`config.mk`:
```
export PLATFORM = sky130hd
export DESIGN_NAME = quad_pos_counter
export DESIGN_NICKNAME = d
export VERILOG_FILES = /design/src/rtl/qpc_pkg.sv /design/src/rtl/qpc_edge_decode.sv /design/src/rtl/qpc_pos_accum.sv /design/src/rtl/qpc_reg_latch.sv /design/src/rtl/quad_pos_counter.sv
export SDC_FILE = /design/constraint.sdc
export NUM_CORES = 1
export LEC_CHECK = 0
export CORE_MARGIN = 1.5
export CORE_UTILIZATION = 30
export CTS_BUF_LIST = sky130_fd_sc_hd__clkbuf_16
export DETAILED_ROUTE_END_ITERATION = 7
export DONT_BUFFER_PORTS = 1
export SLEW_MARGIN = 20
export SYNTH_ARGS = -nofsm -noshare
export SYNTH_HDL_FRONTEND = slang
export SYNTH_SLANG_ARGS = --single-unit
export TNS_END_PERCENT = 1
```
`constraint.sdc`:
```
create_clock -name clk_i -period 4.3 [get_ports clk_i]
set_clock_uncertainty 0.15 [all_clocks]
set_input_delay 0.43 -clock clk_i [delete_from_list [all_inputs] [get_ports clk_i]]
set_output_delay 0.43 -clock clk_i [all_outputs]
set_load 0.02 [all_outputs]
```
`src/rtl/qpc_pkg.sv`:
```
package qpc_pkg;

    typedef enum logic [1:0] {
        MODE_BI2X  = 2'b00,
        MODE_BI4X  = 2'b01,
        MODE_FWD1X = 2'b10,
        MODE_FWD2X = 2'b11
    } count_mode_e;

    typedef enum logic [1:0] {
        STEP_NONE = 2'b00,
        STEP_UP   = 2'b01,
        STEP_DOWN = 2'b10
    } step_e;

endpackage

```
`src/rtl/qpc_edge_decode.sv`:
```
module qpc_edge_decode
    import qpc_pkg::*;
(
    input  logic        clk_i,
    input  logic        rst_ni,
    input  logic        a_i,
    input  logic        b_i,
    input  logic        inv_i,
    input  count_mode_e mode_i,
    output step_e       step_o
);

    typedef struct packed {
        logic prev_a;
        logic prev_b;
        logic primed;
    } dec_state_t;

    dec_state_t st_d, st_q;

    logic       a_new, a_old, a_edge;
    logic [1:0] idx_new, idx_old, idx_diff;
    step_e      step_d;

    always_comb begin
        // Inversion is applied to both the new and the stored sample, so
        // toggling inv_i alone never looks like an edge.
        a_new    = a_i ^ inv_i;
        a_old    = st_q.prev_a ^ inv_i;
        a_edge   = a_new ^ a_old;
        idx_new  = {b_i, a_new ^ b_i};
        idx_old  = {st_q.prev_b, a_old ^ st_q.prev_b};
        idx_diff = idx_new - idx_old;
        step_d   = STEP_NONE;

        unique case (mode_i)
            MODE_BI2X: begin
                if (a_edge) step_d = (a_new != b_i) ? STEP_UP : STEP_DOWN;
            end
            MODE_BI4X: begin
                if (idx_diff == 2'd1)      step_d = STEP_UP;
                else if (idx_diff == 2'd3) step_d = STEP_DOWN;
            end
            MODE_FWD1X: begin
                if (a_edge && a_new) step_d = STEP_UP;
            end
            MODE_FWD2X: begin
                if (a_edge) step_d = STEP_UP;
            end
            default: step_d = STEP_NONE;
        endcase

        if (!st_q.primed) step_d = STEP_NONE;

        st_d.prev_a = a_i;
        st_d.prev_b = b_i;
        st_d.primed = 1'b1;
    end

    always_ff @(posedge clk_i or negedge rst_ni) begin
        if (!rst_ni) st_q <= '0;
        else         st_q <= st_d;
    end

    assign step_o = step_d;

endmodule

```
`src/rtl/qpc_pos_accum.sv`:
```
module qpc_pos_accum
    import qpc_pkg::*;
#(
    parameter int POS_W = 32
) (
    input  logic             clk_i,
    input  logic             rst_ni,
    input  step_e            step_i,
    output logic [POS_W-1:0] pos_o
);

    localparam logic [POS_W-1:0] ONE = POS_W'(1);

    typedef struct packed {
        logic [POS_W-1:0] pos;
    } acc_state_t;

    acc_state_t st_d, st_q;

    always_comb begin
        st_d = st_q;
        unique case (step_i)
            STEP_UP:   st_d.pos = st_q.pos + ONE;
            STEP_DOWN: st_d.pos = st_q.pos - ONE;
            default:   st_d.pos = st_q.pos;
        endcase
    end

    always_ff @(posedge clk_i or negedge rst_ni) begin
        if (!rst_ni) st_q <= '0;
        else         st_q <= st_d;
    end

    assign pos_o = st_q.pos;

    // A single sample moves the count by at most one, with wrap.
    assert_unit_step_R2: assert property (@(posedge clk_i) disable iff (!rst_ni)
        1'b1 |=> (pos_o == $past(pos_o) || pos_o == $past(pos_o) + ONE ||
                  pos_o == $past(pos_o) - ONE));

endmodule

```
`src/rtl/qpc_reg_latch.sv`:
```
module qpc_reg_latch #(
    parameter int POS_W       = 32,
    parameter int SYNC_STAGES = 2
) (
    input  logic             clk_i,
    input  logic             rst_ni,
    input  logic             strobe_i,
    input  logic [POS_W-1:0] pos_i,
    output logic [POS_W-1:0] cap_pos_o,
    output logic             cap_valid_o
);

    localparam int CHAIN_W = SYNC_STAGES + 1;

    typedef struct packed {
        logic [CHAIN_W-1:0] chain;
        logic [POS_W-1:0]   cap;
        logic               valid;
    } lat_state_t;

    lat_state_t st_d, st_q;
    logic       rise;

    always_comb begin
        st_d       = st_q;
        // chain[SYNC_STAGES-1] is the synchronized strobe, chain[SYNC_STAGES]
        // its previous value for edge detection.
        st_d.chain = {st_q.chain[CHAIN_W-2:0], strobe_i};
        rise       = st_q.chain[SYNC_STAGES-1] & ~st_q.chain[SYNC_STAGES];
        st_d.valid = rise;
        if (rise) st_d.cap = pos_i;
    end

    always_ff @(posedge clk_i or negedge rst_ni) begin
        if (!rst_ni) st_q <= '0;
        else         st_q <= st_d;
    end

    assign cap_pos_o   = st_q.cap;
    assign cap_valid_o = st_q.valid;

    assert_valid_single_R10: assert property (@(posedge clk_i) disable iff (!rst_ni)
        cap_valid_o |=> !cap_valid_o);

    assert_capture_value_R10: assert property (@(posedge clk_i) disable iff (!rst_ni)
        cap_valid_o |-> cap_pos_o == $past(pos_i));

    assert_capture_hold_R10: assert property (@(posedge clk_i) disable iff (!rst_ni)
        !cap_valid_o |-> $stable(cap_pos_o));

endmodule

```
`src/rtl/quad_pos_counter.sv`:
```
module quad_pos_counter
    import qpc_pkg::*;
#(
    parameter int POS_W       = 32,
    parameter int SYNC_STAGES = 2
) (
    input  logic             clk_i,
    input  logic             rst_ni,
    input  logic             enc_a_i,
    input  logic             enc_b_i,
    input  logic [1:0]       mode_i,
    input  logic             dir_inv_i,
    input  logic             strobe_i,
    output logic [POS_W-1:0] pos_o,
    output logic [POS_W-1:0] cap_pos_o,
    output logic             cap_valid_o
);

    localparam logic [POS_W-1:0] ONE = POS_W'(1);

    step_e       step;
    count_mode_e mode;
    logic [POS_W-1:0] pos;

    assign mode = count_mode_e'(mode_i);

    qpc_edge_decode u_decode (
        .clk_i  (clk_i),
        .rst_ni (rst_ni),
        .a_i    (enc_a_i),
        .b_i    (enc_b_i),
        .inv_i  (dir_inv_i),
        .mode_i (mode),
        .step_o (step)
    );

    qpc_pos_accum #(.POS_W(POS_W)) u_accum (
        .clk_i  (clk_i),
        .rst_ni (rst_ni),
        .step_i (step),
        .pos_o  (pos)
    );

    qpc_reg_latch #(.POS_W(POS_W), .SYNC_STAGES(SYNC_STAGES)) u_latch (
        .clk_i       (clk_i),
        .rst_ni      (rst_ni),
        .strobe_i    (strobe_i),
        .pos_i       (pos),
        .cap_pos_o   (cap_pos_o),
        .cap_valid_o (cap_valid_o)
    );

    assign pos_o = pos;

    assert_invalid_hold_R3: assert property (@(posedge clk_i) disable iff (!rst_ni)
        (mode_i == 2'b01 && enc_a_i != $past(enc_a_i) && enc_b_i != $past(enc_b_i))
        |=> $stable(pos_o));

    assert_fwd_only_R5: assert property (@(posedge clk_i) disable iff (!rst_ni)
        mode_i[1] |=> (pos_o == $past(pos_o) || pos_o == $past(pos_o) + ONE));

    assert_idle_hold_R11: assert property (@(posedge clk_i) disable iff (!rst_ni)
        ($stable(enc_a_i) && $stable(enc_b_i)) |=> $stable(pos_o));

    assert_reset_zero_R1: assert property (@(posedge clk_i)
        !rst_ni |-> (pos_o == '0 && !cap_valid_o));

endmodule

```
### Word level (Yosys, flattened, before mapping)

Cells that the tools add are included.
Widths: inputs -> output; s select.

* add/sub/neg operators: 3
* equality and inequality tests: 8
* mux-type cells: 9
* bitwise operators: 7
* reduce and logical (&&, ||, !) cells: 3

Operator list (number)
* $pmux 32 s2: 1
* $add 32x1->32 const B: 1
* $sub 32x1->32 const B: 1
* $mux 2: 5
* $eq 2x2->1 const B: 4
* $pmux 2 s4: 1
* $eq 2x1->1 const B: 3
* $xor 1x1->1: 5
* $logic_not 2->1: 1
* $mux 1: 2
* $reduce_bool 2->1: 1
* $sub 2x2->2: 1
* $and 1x1->1: 1
* $logic_and 1x1->1: 1
* $ne 1x1->1: 1
* $not 1->1: 1

* flip-flop bits (word level): 71
* input port bits: 8
* output and inout port bits: 65

### Logic depth before layout (Yosys ltp)

* word-level depth: 10
* gate-level depth with buffers: 20
* gate-level depth less buffers: 19

### By module

From an unflattened synthesis, not the netlist that was laid out.

* cells, all modules: 548
* area, all modules: 5175.0 um^2

Modules (own cells, without submodules)
* qpc_pos_accum: instances 1, cells an instance 418, area an instance 3245.6 um^2, sequential area each 800.8 um^2
* qpc_reg_latch: instances 1, cells an instance 105, area an instance 1695.4 um^2, sequential area each 900.9 um^2
* qpc_edge_decode: instances 1, cells an instance 25, area an instance 234.0 um^2, sequential area each 75.1 um^2

### Worst setup path before layout

Ideal clock, no wire load.

* path kind: input-to-reg
* from: input dir_inv_i
* to: register u_accum.st_q (netlist bit u_accum.pos_o[30])
* data arrival time: 4.596 ns
* setup slack: -0.570 ns
* stages on the path: 19
* path buffers: 0
* cells stage by stage: xor2_1 > xnor2_1 > ha_1 > xor2_1 > xnor2_1 > nor2_1 > a22oi_1 > nor3b_1 > ha_1 > ha_1 > a21o_1 > a311o_1 > a211oi_2 > a221oi_1 > o32ai_2 > o21bai_2 > o41ai_2 > xnor2_1 > mux2_2

* longest elaborated chain between the ends: 10

RTL lines
* start, declared: RTL line quad_pos_counter.sv:12 `input logic dir_inv_i,`
* $xor 1x1->1, on equally long branches: RTL line qpc_edge_decode.sv:28, qpc_edge_decode.sv:29
* $xor 1x1->1, on equally long branches: RTL line qpc_edge_decode.sv:31, qpc_edge_decode.sv:32
* $sub 2x2->2: RTL line qpc_edge_decode.sv:33 `idx_diff = idx_new - idx_old;`
* $eq 2x2->1: RTL line qpc_edge_decode.sv:42 `else if (idx_diff == 2'd3) step_d = STEP_DOWN;`
* $mux 2: RTL line qpc_edge_decode.sv:42
* $mux 2: RTL line qpc_edge_decode.sv:41 `if (idx_diff == 2'd1) step_d = STEP_UP;`
* $pmux 2 s4 (*): RTL line qpc_edge_decode.sv:36 `unique case (mode_i)`
* $mux 2 (*): RTL line qpc_edge_decode.sv:53 `if (!st_q.primed) step_d = STEP_NONE;`
* $eq 2x2->1 or $eq 2x1->1 (tied branches): RTL line qpc_pos_accum.sv:22 `unique case (step_i)`
* $pmux 32 s2 or $reduce_bool 2->1 (tied branches)
* end signal, assigned: RTL line qpc_pos_accum.sv:31 `else st_q <= st_d;`
* end, declared: RTL line qpc_pos_accum.sv:18 `acc_state_t st_d, st_q;`

Mark *: on every way between the ends. The rest lies on a longest branch, timed or not.
A chain may end at the register's enable or synchronous reset.

### Final worst setup path

* from: register u_decode.st_q[2] in the netlist's numbering
* to: register u_accum.st_q (netlist bit u_accum.pos_o[31])

* longest elaborated chain between the ends: 10

RTL lines
* start, declared: RTL line qpc_edge_decode.sv:19 `dec_state_t st_d, st_q;`
* start signal, assigned: RTL line qpc_edge_decode.sv:62 `else st_q <= st_d;`
* $xor 1x1->1 (*): RTL line qpc_edge_decode.sv:29 `a_old = st_q.prev_a ^ inv_i;`
* $xor 1x1->1: RTL line qpc_edge_decode.sv:32 `idx_old = {st_q.prev_b, a_old ^ st_q.prev_b};`
* $sub 2x2->2: RTL line qpc_edge_decode.sv:33
* $eq 2x2->1: RTL line qpc_edge_decode.sv:42
* $mux 2: RTL line qpc_edge_decode.sv:42
* $mux 2: RTL line qpc_edge_decode.sv:41
* $pmux 2 s4 (*): RTL line qpc_edge_decode.sv:36
* $mux 2 (*): RTL line qpc_edge_decode.sv:53
* $eq 2x2->1 or $eq 2x1->1 (tied branches): RTL line qpc_pos_accum.sv:22
* $pmux 32 s2 or $reduce_bool 2->1 (tied branches)

Marked as above.

==> metrics.md <==
| Metric | Value |
|---|---|
| Setup_tns | `-0.206 ns` |
| Fin crit period | `4.38 ns` |
| Slew @ Worst Pin | `1.00 ns` |
| Startpoint Class | `register` |
| HP Class | `reg2reg` |
| DRC viols | `0` |
| Hpwl dp | `6900 um` |
| Number of port buffers | `0` |
| Most used cell, CP | `xnor2_1` |
| GP Congestion | `0.802` |
| Multi-input gate area | `0.00254 mm^2` |
| Die area | `0.0155 mm^2` |
| Fin util | `37.8%` |
| Synth area leader | `dfrtp_1` |
| Worst r2r path cells | `21` |
| P_leak | `0.00258 uW` |
| Vias in the first global route | `3456` |
| Wire length per cell | `15.5 um` |
| Ports | `73` |
| Synth top area share | `40.2%` |
| FFs w/ async S/R, synth | `100%` |
| Die span in y | `124 um` |
| First-pass GRT wire length | `17300 um` |
| Layout area overhead | `23.6%` |
| Max-cap viol count | `0` |
| Nets | `506` |
| Initial Util | `30.6%` |
| Worst r2r src | `u_decode.st_q[2]` |
| # diodes | `0` |
| Critical Path Sink Type | `register` |
| Total Wirelength | `10100 um` |
| Crit-path max cell delay | `0.39 ns` |
| Post-route cell area | `0.00547 mm^2` |
| Max clock buf depth | `2` |
| Fraction of layout cells with a size suffix above 1 | `32.9%` |
| Overflow after GRT | `0` |
| Worst relative slew slack | `33.0%` |
| Synthesis-stage register bit count | `71` |
| Distinct cell type count after synthesis | `53` |
| Layout Cells excl Fill | `652` |
| DP Area | `0.00480 mm^2` |
| Max-slew violation count | `0` |
| Syn Area/Cell | `10.4 um^2` |
| Maximum number of pins on one net before global-route repair | `72` |
| Inst Count DP | `619` |
| Mapped Area | `0.00442 mm^2` |
| Num CTS Buffers | `9` |
| CORE AREA | `0.0145 mm^2` |
| CTS tree | `built` |
| Setup slack, reg-to-reg | `-0.08 ns` |
| WP depth | `21` |
| Register area share after synthesis | `40.2%` |
| Setup WS post-layout | `-0.0835 ns` |
| Synth warn | `0` |
| Type of the worst setup path | `reg2reg` |
| Maximum clock frequency | `228 MHz` |
| Peak supply drop | `0.216 mV` |
| Buffer and inverter count on the worst path | `2` |
| Post-synth EDFFs | `0` |
| Leading cell type in the layout, fill and taps excluded | `dfrtp_1` |
| Syn Inst Count | `427` |
| Gr usage total | `13.9%` |
| R2r endpoint | `u_accum.pos_o[31]` |
| Worst path top cell family by delay | `compound AO/OA/AOI/OAI gates` |
| Status | `complete, but fails checks` |
| Primary FF master, synth | `dfrtp_1` |
| Worst Path Required | `4.38 ns` |
| Clk Latency, worst-skew pair | `0.35 ns` |
| Initial DRT Pass Iterations | `4` |
| Clk slew on worst S/H paths | `0.06 ns` |
| Final setup violating endpoints | `4` |
| FF+latch area | `0.00178 mm^2` |
| Crit path from | `u_decode.st_q[2]` |
| Fill count | `1405` |
| Vias | `3251` |
| H-tree levels | `3` |
| Hold Fails Final Rpt | `0` |
| CTS sink count | `71` |
| Crit share post-route | `102%` |
| Most frequent cells in the layout | `dfrtp_1, buf_4, mux2_2, nand2_1, ha_1` |
| Row count | `44` |
| Pwr dens | `622 mW/mm^2` |
| Syn_nets | `469` |
| DR iter-0 viols | `159` |
| Initial antenna violation count | `0` |
| Post-DRT Antenna Nets | `0` |
| Last element of the critical path | `u_accum.pos_o[31]` |
| Synth top area cells | `dfrtp_1, ha_1, mux2_2, buf_4, a21o_1` |
| Failing checks | `negative setup slack` |
| Slowest cell on crit path | `dfrtp_1` |
| Die W | `124 um` |
| WP data arrival | `4.46 ns` |
| Routed vias/inst | `4.99` |
| CP Cell Sequence | `xnor2_2 > xnor2_1 > ha_2 > xor2_1 > xnor2_1 > nor2_1 > a22oi_1 > nor3b_2 > ha_4 > buf_8 > buf_12 > ha_1 > a21o_1 > a21oi_2 > o21ai_1 > a221o_1 > a31o_2 > a21boi_4 > a22o_1 > mux2i_1 > xnor2_1` |
| CP Max Fanout | `7` |
| RSZ-0062 raised after global routing | `true` |
| Root Buffer | `clkbuf_16` |
## registers in the layout, indices dropped and copies added, names as in the netlist
name	count
u_latch.st_d	2
u_latch.cap_pos_o	32
u_latch.st_q	1
u_accum.pos_o	32
u_latch.cap_valid_o	1
u_decode.idx_old	1
u_decode.st_q	2
## logic make-up after synthesis
group	Yosys count	synth area share, %
compound gates	121	18.5
xor+xnor	35	6.93
fa+ha+maj	34	9.79
buf+inv	54	7.30
flops	71	40.2
mux	35	8.88
other cells	1	0.0848
simple gates	76	8.34
## worst min path at each step
| stage | to | cells past startpoint | from | slack, ns |
|---|---|---|---|---|
| 2_1_floorplan | u_accum.pos_o[0] | 0 | rst_ni | -0.02 |
| 3_3_place_gp | u_latch.cap_pos_o[4] | 0 | rst_ni | -0.01 |
| 3_5_place_dp | u_latch.cap_pos_o[4] | 0 | rst_ni | -0.01 |
| 4_1_cts | u_latch.st_d[35] | 0 | u_latch.st_d[34] | 0.21 |
| 5_1_grt | u_latch.st_d[35] | 0 | u_latch.st_d[34] | 0.23 |
| 6_report | u_latch.st_d[35] | 0 | u_latch.st_d[34] | 0.21 |
## synthesized netlist by cell type (9+ instances only)
master    number
dfrtp_1       71
mux2_2        34
ha_1          33
buf_4         32
nand2_1       32
o21ai_0       30
a21oi_1       25
a21o_1        23
xnor2_1       18
xor2_1        17
nor2_1        13
clkbuf_1      12
inv_1          9
## report_power, final
| part | internal, uW | switching (uW) | leakage [uW] |
|---|---|---|---|
| Sequential | 932 | 615 | 0.000914 |
| Clock | 498 | 287 | 0.000154 |
| Combinational | 567 | 504 | 0.00152 |
| Total | 2000 | 1410 | 0.00258 |
## cell type report
cell class                 instances  share of cell area [%]
multi-input combinational        302                    46.4
sequential                        71                    32.5
timing repair buffer              71                    10.7
tap                              184                    4.21
clock buffer                       9                    4.12
clock inverter                     6                    1.42
inverter                           9                   0.618
## per-layer routing
metal  wire (um)  vias up  global-route usage (%)  share of wire [%]
li1            -     1585                       -                  -
met1        4420     1578                    16.5                 44
met2        4960       72                    23.2                 49
met3         481       16                    4.34                4.8
met4         221        0                    6.02                2.2
met5           0        -                       0                  0
## worst register-to-register path: cells and delay by family, from the launching register on
| kind | cells | cell delay [ns] |
|---|---|---|
| fa+ha+maj | 3 | 0.67 |
| xor+xnor | 5 | 0.78 |
| flops | 1 | 0.39 |
| mux | 1 | 0.23 |
| buf+inv | 2 | 0.28 |
| simple gates | 2 | 0.16 |
| compound gates | 8 | 1.61 |
## per-stage QoR
| stage | hold WS, ns | total power (uW) | setup WS, ns |
|---|---|---|---|
| 5_1_grt | 0.226 | 3640 | -0.338 |
| 2_1_floorplan | -0.0156 | 2360 | -0.0529 |
| 3_5_place_dp | -0.0135 | 2530 | -0.281 |
| 3_3_place_gp | -0.0137 | 2500 | -0.195 |
| 4_1_cts | 0.212 | 3400 | -0.143 |
| 6_report | 0.205 | 3400 | -0.0835 |
## timing repair
action / CTS / global route
setup endpoints to repair: 8 / 18
setup buffers: 10 / 4
resized for setup: 17 / 23
hold buffers: 5 / 0
pin swaps: 27 / 27
hold endpoints to repair: 74 / 0
No activity file was read; power rests on OpenSTA's default activity.
